### src/rtl/fxr_pkg.sv
package fxr_pkg;

    localparam int MODE_W = 3;

    // Rounding mode codes; the numeric order is part of the port contract.
    typedef enum logic [MODE_W-1:0] {
        RM_FLOOR      = 3'd0,
        RM_TRUNC_ZERO = 3'd1,
        RM_CEIL       = 3'd2,
        RM_CEIL_OUT   = 3'd3,
        RM_HALF_UP    = 3'd4,
        RM_HALF_DOWN  = 3'd5,
        RM_HALF_ZERO  = 3'd6,
        RM_HALF_OUT   = 3'd7
    } rnd_mode_e;

    // Fraction classification handed from the splitter to the decision logic.
    typedef struct packed {
        logic neg;      // sign of the sample
        logic nonzero;  // any dropped bit set
        logic ge_half;  // dropped part >= one half
        logic gt_half;  // dropped part >  one half
    } frac_info_t;

endpackage

### src/rtl/fxr_round.sv
// Removes N low bits from a signed sample. The result carries one extra
// integer bit so that an upward step out of the largest value stays exact.
module fxr_round
    import fxr_pkg::*;
#(
    parameter int W = 8,
    parameter int N = 3,
    localparam int RW0 = (N > 0) ? W - N + 1 : W
) (
    input  logic [W-1:0]      x_in,
    input  logic [MODE_W-1:0] mode_in,
    output logic [RW0-1:0]    r_out
);

    generate
        if (N == 0) begin : g_pass
            // Nothing to drop: every mode is the identity.
            logic [MODE_W-1:0] mode_unused;
            assign mode_unused = mode_in;
            assign r_out       = x_in;
        end else begin : g_round
            localparam int QW = W - N;
            localparam logic [N-1:0] HALF = N'(1 << (N - 1));

            logic [QW-1:0] quo;
            logic [N-1:0]  frac;
            frac_info_t    fi;
            logic          inc;

            assign quo  = x_in[W-1:N];
            assign frac = x_in[N-1:0];

            always_comb begin
                fi.neg     = x_in[W-1];
                fi.nonzero = |frac;
                fi.ge_half = frac[N-1];
                fi.gt_half = frac > HALF;
            end

            // The floor quotient is always the base; each mode only decides
            // whether one unit is added on top of it.
            always_comb begin
                unique case (rnd_mode_e'(mode_in))
                    RM_FLOOR:      inc = 1'b0;
                    RM_TRUNC_ZERO: inc = fi.neg & fi.nonzero;
                    RM_CEIL:       inc = fi.nonzero;
                    RM_CEIL_OUT:   inc = ~fi.neg & fi.nonzero;
                    RM_HALF_UP:    inc = fi.ge_half;
                    RM_HALF_DOWN:  inc = fi.gt_half;
                    RM_HALF_ZERO:  inc = fi.neg ? fi.ge_half : fi.gt_half;
                    RM_HALF_OUT:   inc = fi.neg ? fi.gt_half : fi.ge_half;
                    default:       inc = 1'b0;
                endcase
            end

            assign r_out = {quo[QW-1], quo} + RW0'(inc);
        end
    endgenerate

endmodule

### src/rtl/fxr_sat.sv
// Clips CUT high bits from a signed value, clamping to the extreme codes.
module fxr_sat #(
    parameter int IW  = 8,
    parameter int CUT = 1,
    localparam int OW = IW - CUT
) (
    input  logic [IW-1:0] v_in,
    output logic [OW-1:0] v_out,
    output logic          clipped
);

    generate
        if (CUT == 0) begin : g_none
            assign v_out   = v_in;
            assign clipped = 1'b0;
        end else begin : g_clip
            localparam logic [OW-1:0] MAXV = {1'b0, {(OW-1){1'b1}}};
            localparam logic [OW-1:0] MINV = {1'b1, {(OW-1){1'b0}}};

            logic [CUT:0] head;
            logic         fits;

            // The value fits when the dropped bits repeat the kept sign bit.
            assign head    = v_in[IW-1:OW-1];
            assign fits    = (&head) | ~(|head);
            assign clipped = ~fits;

            always_comb begin
                if (fits)            v_out = v_in[OW-1:0];
                else if (v_in[IW-1]) v_out = MINV;
                else                 v_out = MAXV;
            end
        end
    endgenerate

endmodule

### src/rtl/fxr_sym.sv
// Optionally removes the most negative code from a signed value.
module fxr_sym #(
    parameter int OW = 5,
    parameter bit EN = 1'b0
) (
    input  logic [OW-1:0] v_in,
    output logic [OW-1:0] v_out,
    output logic          clamped
);

    generate
        if (EN) begin : g_on
            localparam logic [OW-1:0] MINV = OW'(1) << (OW - 1);
            logic hit;
            assign hit     = (v_in == MINV);
            assign clamped = hit;
            assign v_out   = hit ? MINV + OW'(1) : v_in;
        end else begin : g_off
            assign v_out   = v_in;
            assign clamped = 1'b0;
        end
    endgenerate

endmodule

### src/rtl/fxr_narrow.sv
// Round, align, clip and symmetrise a signed sample in one stage.
module fxr_narrow
    import fxr_pkg::*;
#(
    parameter int W       = 8,
    parameter int N       = 3,
    parameter int M       = 1,
    parameter bit ALIGN   = 1'b0,
    parameter bit SYM     = 1'b0,
    parameter bit REG_OUT = 1'b1
) (
    input  logic                 clk,
    input  logic                 srst,
    input  logic [W-1:0]         x_in,
    input  logic [MODE_W-1:0]    mode_in,
    output logic [W-N+(((N > 0) && !ALIGN) ? 1 : 0)-M-1:0] res_out,
    output logic                 sat_flag
);

    localparam int RW0       = (N > 0) ? W - N + 1 : W;
    localparam int ALIGN_CUT = (ALIGN && (N > 0)) ? 1 : 0;
    localparam int RW        = RW0 - ALIGN_CUT;
    localparam int OW        = RW - M;

    typedef struct packed {
        logic [OW-1:0] res;
        logic          sat;
    } stage_t;

    logic [RW0-1:0] rounded;
    logic [RW-1:0]  aligned;
    logic [OW-1:0]  clipped_v;
    logic [OW-1:0]  final_v;
    logic           f_align, f_clip, f_sym;

    stage_t out_d, out_q;

    fxr_round #(.W(W), .N(N)) u_round (
        .x_in    (x_in),
        .mode_in (mode_in),
        .r_out   (rounded)
    );

    // Carry alignment is a one-bit saturation of the rounded value.
    fxr_sat #(.IW(RW0), .CUT(ALIGN_CUT)) u_align (
        .v_in    (rounded),
        .v_out   (aligned),
        .clipped (f_align)
    );

    fxr_sat #(.IW(RW), .CUT(M)) u_clip (
        .v_in    (aligned),
        .v_out   (clipped_v),
        .clipped (f_clip)
    );

    fxr_sym #(.OW(OW), .EN(SYM)) u_sym (
        .v_in    (clipped_v),
        .v_out   (final_v),
        .clamped (f_sym)
    );

    always_comb begin
        out_d     = '0;
        out_d.res = final_v;
        out_d.sat = f_align | f_clip | f_sym;
    end

    generate
        if (REG_OUT) begin : g_reg
            always_ff @(posedge clk) begin
                if (srst) out_q <= '0;
                else      out_q <= out_d;
            end
        end else begin : g_comb
            logic unused_ctl;
            assign unused_ctl = clk ^ srst;
            assign out_q      = out_d;
        end
    endgenerate

    assign res_out  = out_q.res;
    assign sat_flag = out_q.sat;

endmodule

### config.mk
export PLATFORM = sky130hd
export DESIGN_NAME = fxr_narrow
export DESIGN_NICKNAME = d
export VERILOG_FILES = /design/src/rtl/fxr_pkg.sv /design/src/rtl/fxr_round.sv /design/src/rtl/fxr_sat.sv /design/src/rtl/fxr_sym.sv /design/src/rtl/fxr_narrow.sv
export SDC_FILE = /design/constraint.sdc
export NUM_CORES = 1
export LEC_CHECK = 0
export ABC_CLOCK_PERIOD_IN_PS = 3400
export BUFFER_PORTS_ARGS = -buffer_cell sky130_fd_sc_hd__buf_4
export CELL_PAD_IN_SITES_DETAIL_PLACEMENT = 0
export CELL_PAD_IN_SITES_GLOBAL_PLACEMENT = 2
export CORE_MARGIN = 2
export CORE_UTILIZATION = 25
export CTS_CLUSTER_SIZE = 25
export DETAILED_ROUTE_END_ITERATION = 7
export GPL_ROUTABILITY_DRIVEN = 0
export GPL_TIMING_DRIVEN = 0
export MAX_ROUTING_LAYER = met4
export PLACE_DENSITY_LB_ADDON = 0.2
export SLEW_MARGIN = 0
export SYNTH_ARGS = -nofsm -noshare
export SYNTH_HDL_FRONTEND = slang
export SYNTH_SLANG_ARGS = --single-unit
### constraint.sdc
create_clock -name clk -period 3.4 [get_ports clk]
set_clock_uncertainty 0.15 [all_clocks]
set_input_delay 0 -clock clk [delete_from_list [all_inputs] [get_ports clk]]
set_output_delay 0 -clock clk [all_outputs]
set_load 0.05 [all_outputs]
==> results.ini <==
[global_routing]
grt_overflow=0
antenna_found_initial=0
grt_usage_pct=10.7
grt_pass1_wl_mm=1.45
grt_max_degree=10
first_global_vias=360

[setup_path]
worstPathRequired_ps=3420
cp-start-kind=primary input
path_class=in -> reg
cp_max_fo=9
cpPeakStageDelay_ps=550
endpoint_kind=flip-flop
slowest_stage=dlygate4sd3_1
worstPathCellList=dlygate4sd3_1 > buf_4 > and4bb_1 > a2111oi_2 > a21oi_1 > ha_1 > ha_1 > clkbuf_1 > nand2_1 > a21oi_1 > dlygate4sd3_1 > nor3_1
worst_ep_arrival_time_ps=2820
worstPathBufferInverterCount=4
path_delay_family=buffers and inverters

[drt]
dr.pass1.iters=4
drcViolationCount=0
routed_wl_um=912
via_per_inst=4.79
vias=412
routedWlPerCell_um=10.6
drt_iter0_markers=6
antenna_left=0

[cts]
cts_setup_buffers=0
cts_resized=0
postCtsHoldBufs=5
cts_tree=yes
clock_path_buffers=2
ctsHtreeMaxLevel=1
clkTransAtPathRegs_ps=40
clock-sinks=6
cts_inserted_buffers=3
cts_root_buf=clkbuf_4

[synthesis]
syn_nets=59
synth_area_um2=399
synth_top_area_share_pct=30.1
synth_cell_type_count=27
ys_seq_elements=6
yosysTopAreaCell=dfxtp_1
ys_top_cells_by_area=dfxtp_1 (30%), a41oi_2 (8.2%), a21oi_1 (6.3%)
avgSynthCellArea_um2=9.07
ys_seq_area_share_pct=30.1
yosysWarnings=0
syn-instance-count=44

[floorplanning]
die_h_um=44.0
ios=19
fp.dieW_um=44.0
die-area_um2=1930
core_area_um2=1510
std_cell_rows=14
start_util_pct=26.5

[cells_and_area]
drive_gt1_share_pct=40.0
nets=87
diodes=0
mostFrequentLayoutCells=buf_4 (18), dfxtp_1 (6), a21oi_1 (5), dlygate4sd3_1 (5)
synthToLayoutAreaGrowth_pct=57.1
fill_cells=148
final_common_cell=buf_4
final_util_pct=41.6
final_area_um2=627

[timing]
max_freq_mhz=357
finalCritPeriodShare_pct=82.4
hold_violations=0
fin_crit_ps=2800
drv_slew=0
max_slew_margin_pct=77.9
finalSetupViolations=0
fin_tns_setup_ps=0
hold_ws_ps=42.1
worst_slew_pin_slew_ps=331
fin_ws_ps=599
rsz0062_at_grt=false

[worst_hold_path]
min_from=x_in[4]
whs_endpoint=sat_flag
hp-class=in -> reg
min_path_cells=4

[status]
outcome=finished, final reports clean

[place]
placement.cell_area_um2=554
numPortBuffers=18
dpl.hpwl_um=705
pre_cts_ws_ps=1120

[pwr]
powerDensity_nw_per_um2=349
peakVddDrop_mv=0.236
p_leak_uw=0.000267

[flow_run]
cap_violations=0

==> layer usage <==
layer	wire length, um	GRT usage, %	vias up
met5	0	-	-
met4	0	1.82	0
met3	55	6.25	0
met2	427	15.0	13
met1	429	13.5	182
li1	-	-	217
==> cell families (layout without fill, tap and decap cells) <==
logic type,after synthesis,after routing,share of synthesized area [%]
fa+ha+maj,2,2,6.27
flops,6,6,30.1
compound gates,12,12,24.1
buf+inv,3,29,2.82
simple gates,20,20,34.5
xor+xnor,1,1,2.19
==> cells in the mapped netlist <==
| cell type | instances |
|---|---|
| a2111oi_2 | 1 |
| a21oi_1 | 5 |
| a311oi_1 | 1 |
| a41oi_2 | 2 |
| and2_1 | 1 |
| and2b_1 | 1 |
| and4bb_1 | 1 |
| clkbuf_1 | 1 |
| dfxtp_1 | 6 |
| ha_1 | 2 |
| inv_1 | 1 |
| inv_2 | 1 |
| nand2_1 | 2 |
| nand2_2 | 1 |
| nand2b_1 | 2 |
| nand3_2 | 1 |
| nand4_1 | 1 |
| nand4bb_1 | 1 |
| nor2_1 | 1 |
| nor2b_1 | 1 |
| nor3_1 | 3 |
| nor3b_1 | 2 |
| o21ai_0 | 1 |
| o21ai_1 | 2 |
| or2_1 | 1 |
| or3_4 | 1 |
| xor2_1 | 1 |
==> cell type report <==
| class | count | area [um^2] | share of cell area (%) |
|---|---|---|---|
| Tap cell | 16 | 20.0 | 3.19 |
| Clock buffer | 3 | 22.5 | 3.59 |
| Multi-Input combinational cell | 35 | 268 | 42.7 |
| Timing Repair Buffer | 23 | 185 | 29.5 |
| Sequential cell | 6 | 120 | 19.2 |
| Buffer | 1 | 3.75 | 0.599 |
| Inverter | 2 | 7.51 | 1.20 |
==> registers in the layout (all words and copies together) (netlist names) <==
register	flops
res_out	5
sat_flag	1
==> metrics by stage <==
| stage | total power [uW] | cells |
|---|---|---|
| 2_1_floorplan | 124 | 44 |
| 5_1_grt | 237 | 86 |
| 4_1_cts | 223 | 86 |
| 6_report | 219 | 86 |
| 3_3_place_gp | 153 | 78 |
| 3_5_place_dp | 153 | 78 |
==> power by group <==
part	internal (uW)	leakage (uW)	total, uW	switching (uW)
Clock	39.8	0.0000138	63.4	23.6
Combinational	33.8	0.000203	77.6	43.8
Sequential	76.2	0.0000499	77.5	1.31
Total	150	0.000267	219	68.8
==> how the worst max path moves through the flow <==
| stage | cells past startpoint | slack (ps) | endpoint | from |
|---|---|---|---|---|
| 2_1_floorplan | 8 | 1370 | res_out[1] | x_in[1] |
| 3_3_place_gp | 9 | 1070 | res_out[1] | x_in[1] |
| 3_5_place_dp | 9 | 1120 | res_out[1] | x_in[1] |
| 4_1_cts | 12 | 600 | res_out[2] | x_in[7] |
| 5_1_grt | 12 | 380 | res_out[2] | x_in[7] |
| 6_report | 12 | 600 | res_out[2] | x_in[7] |
(Power assumes the default switching activity.)
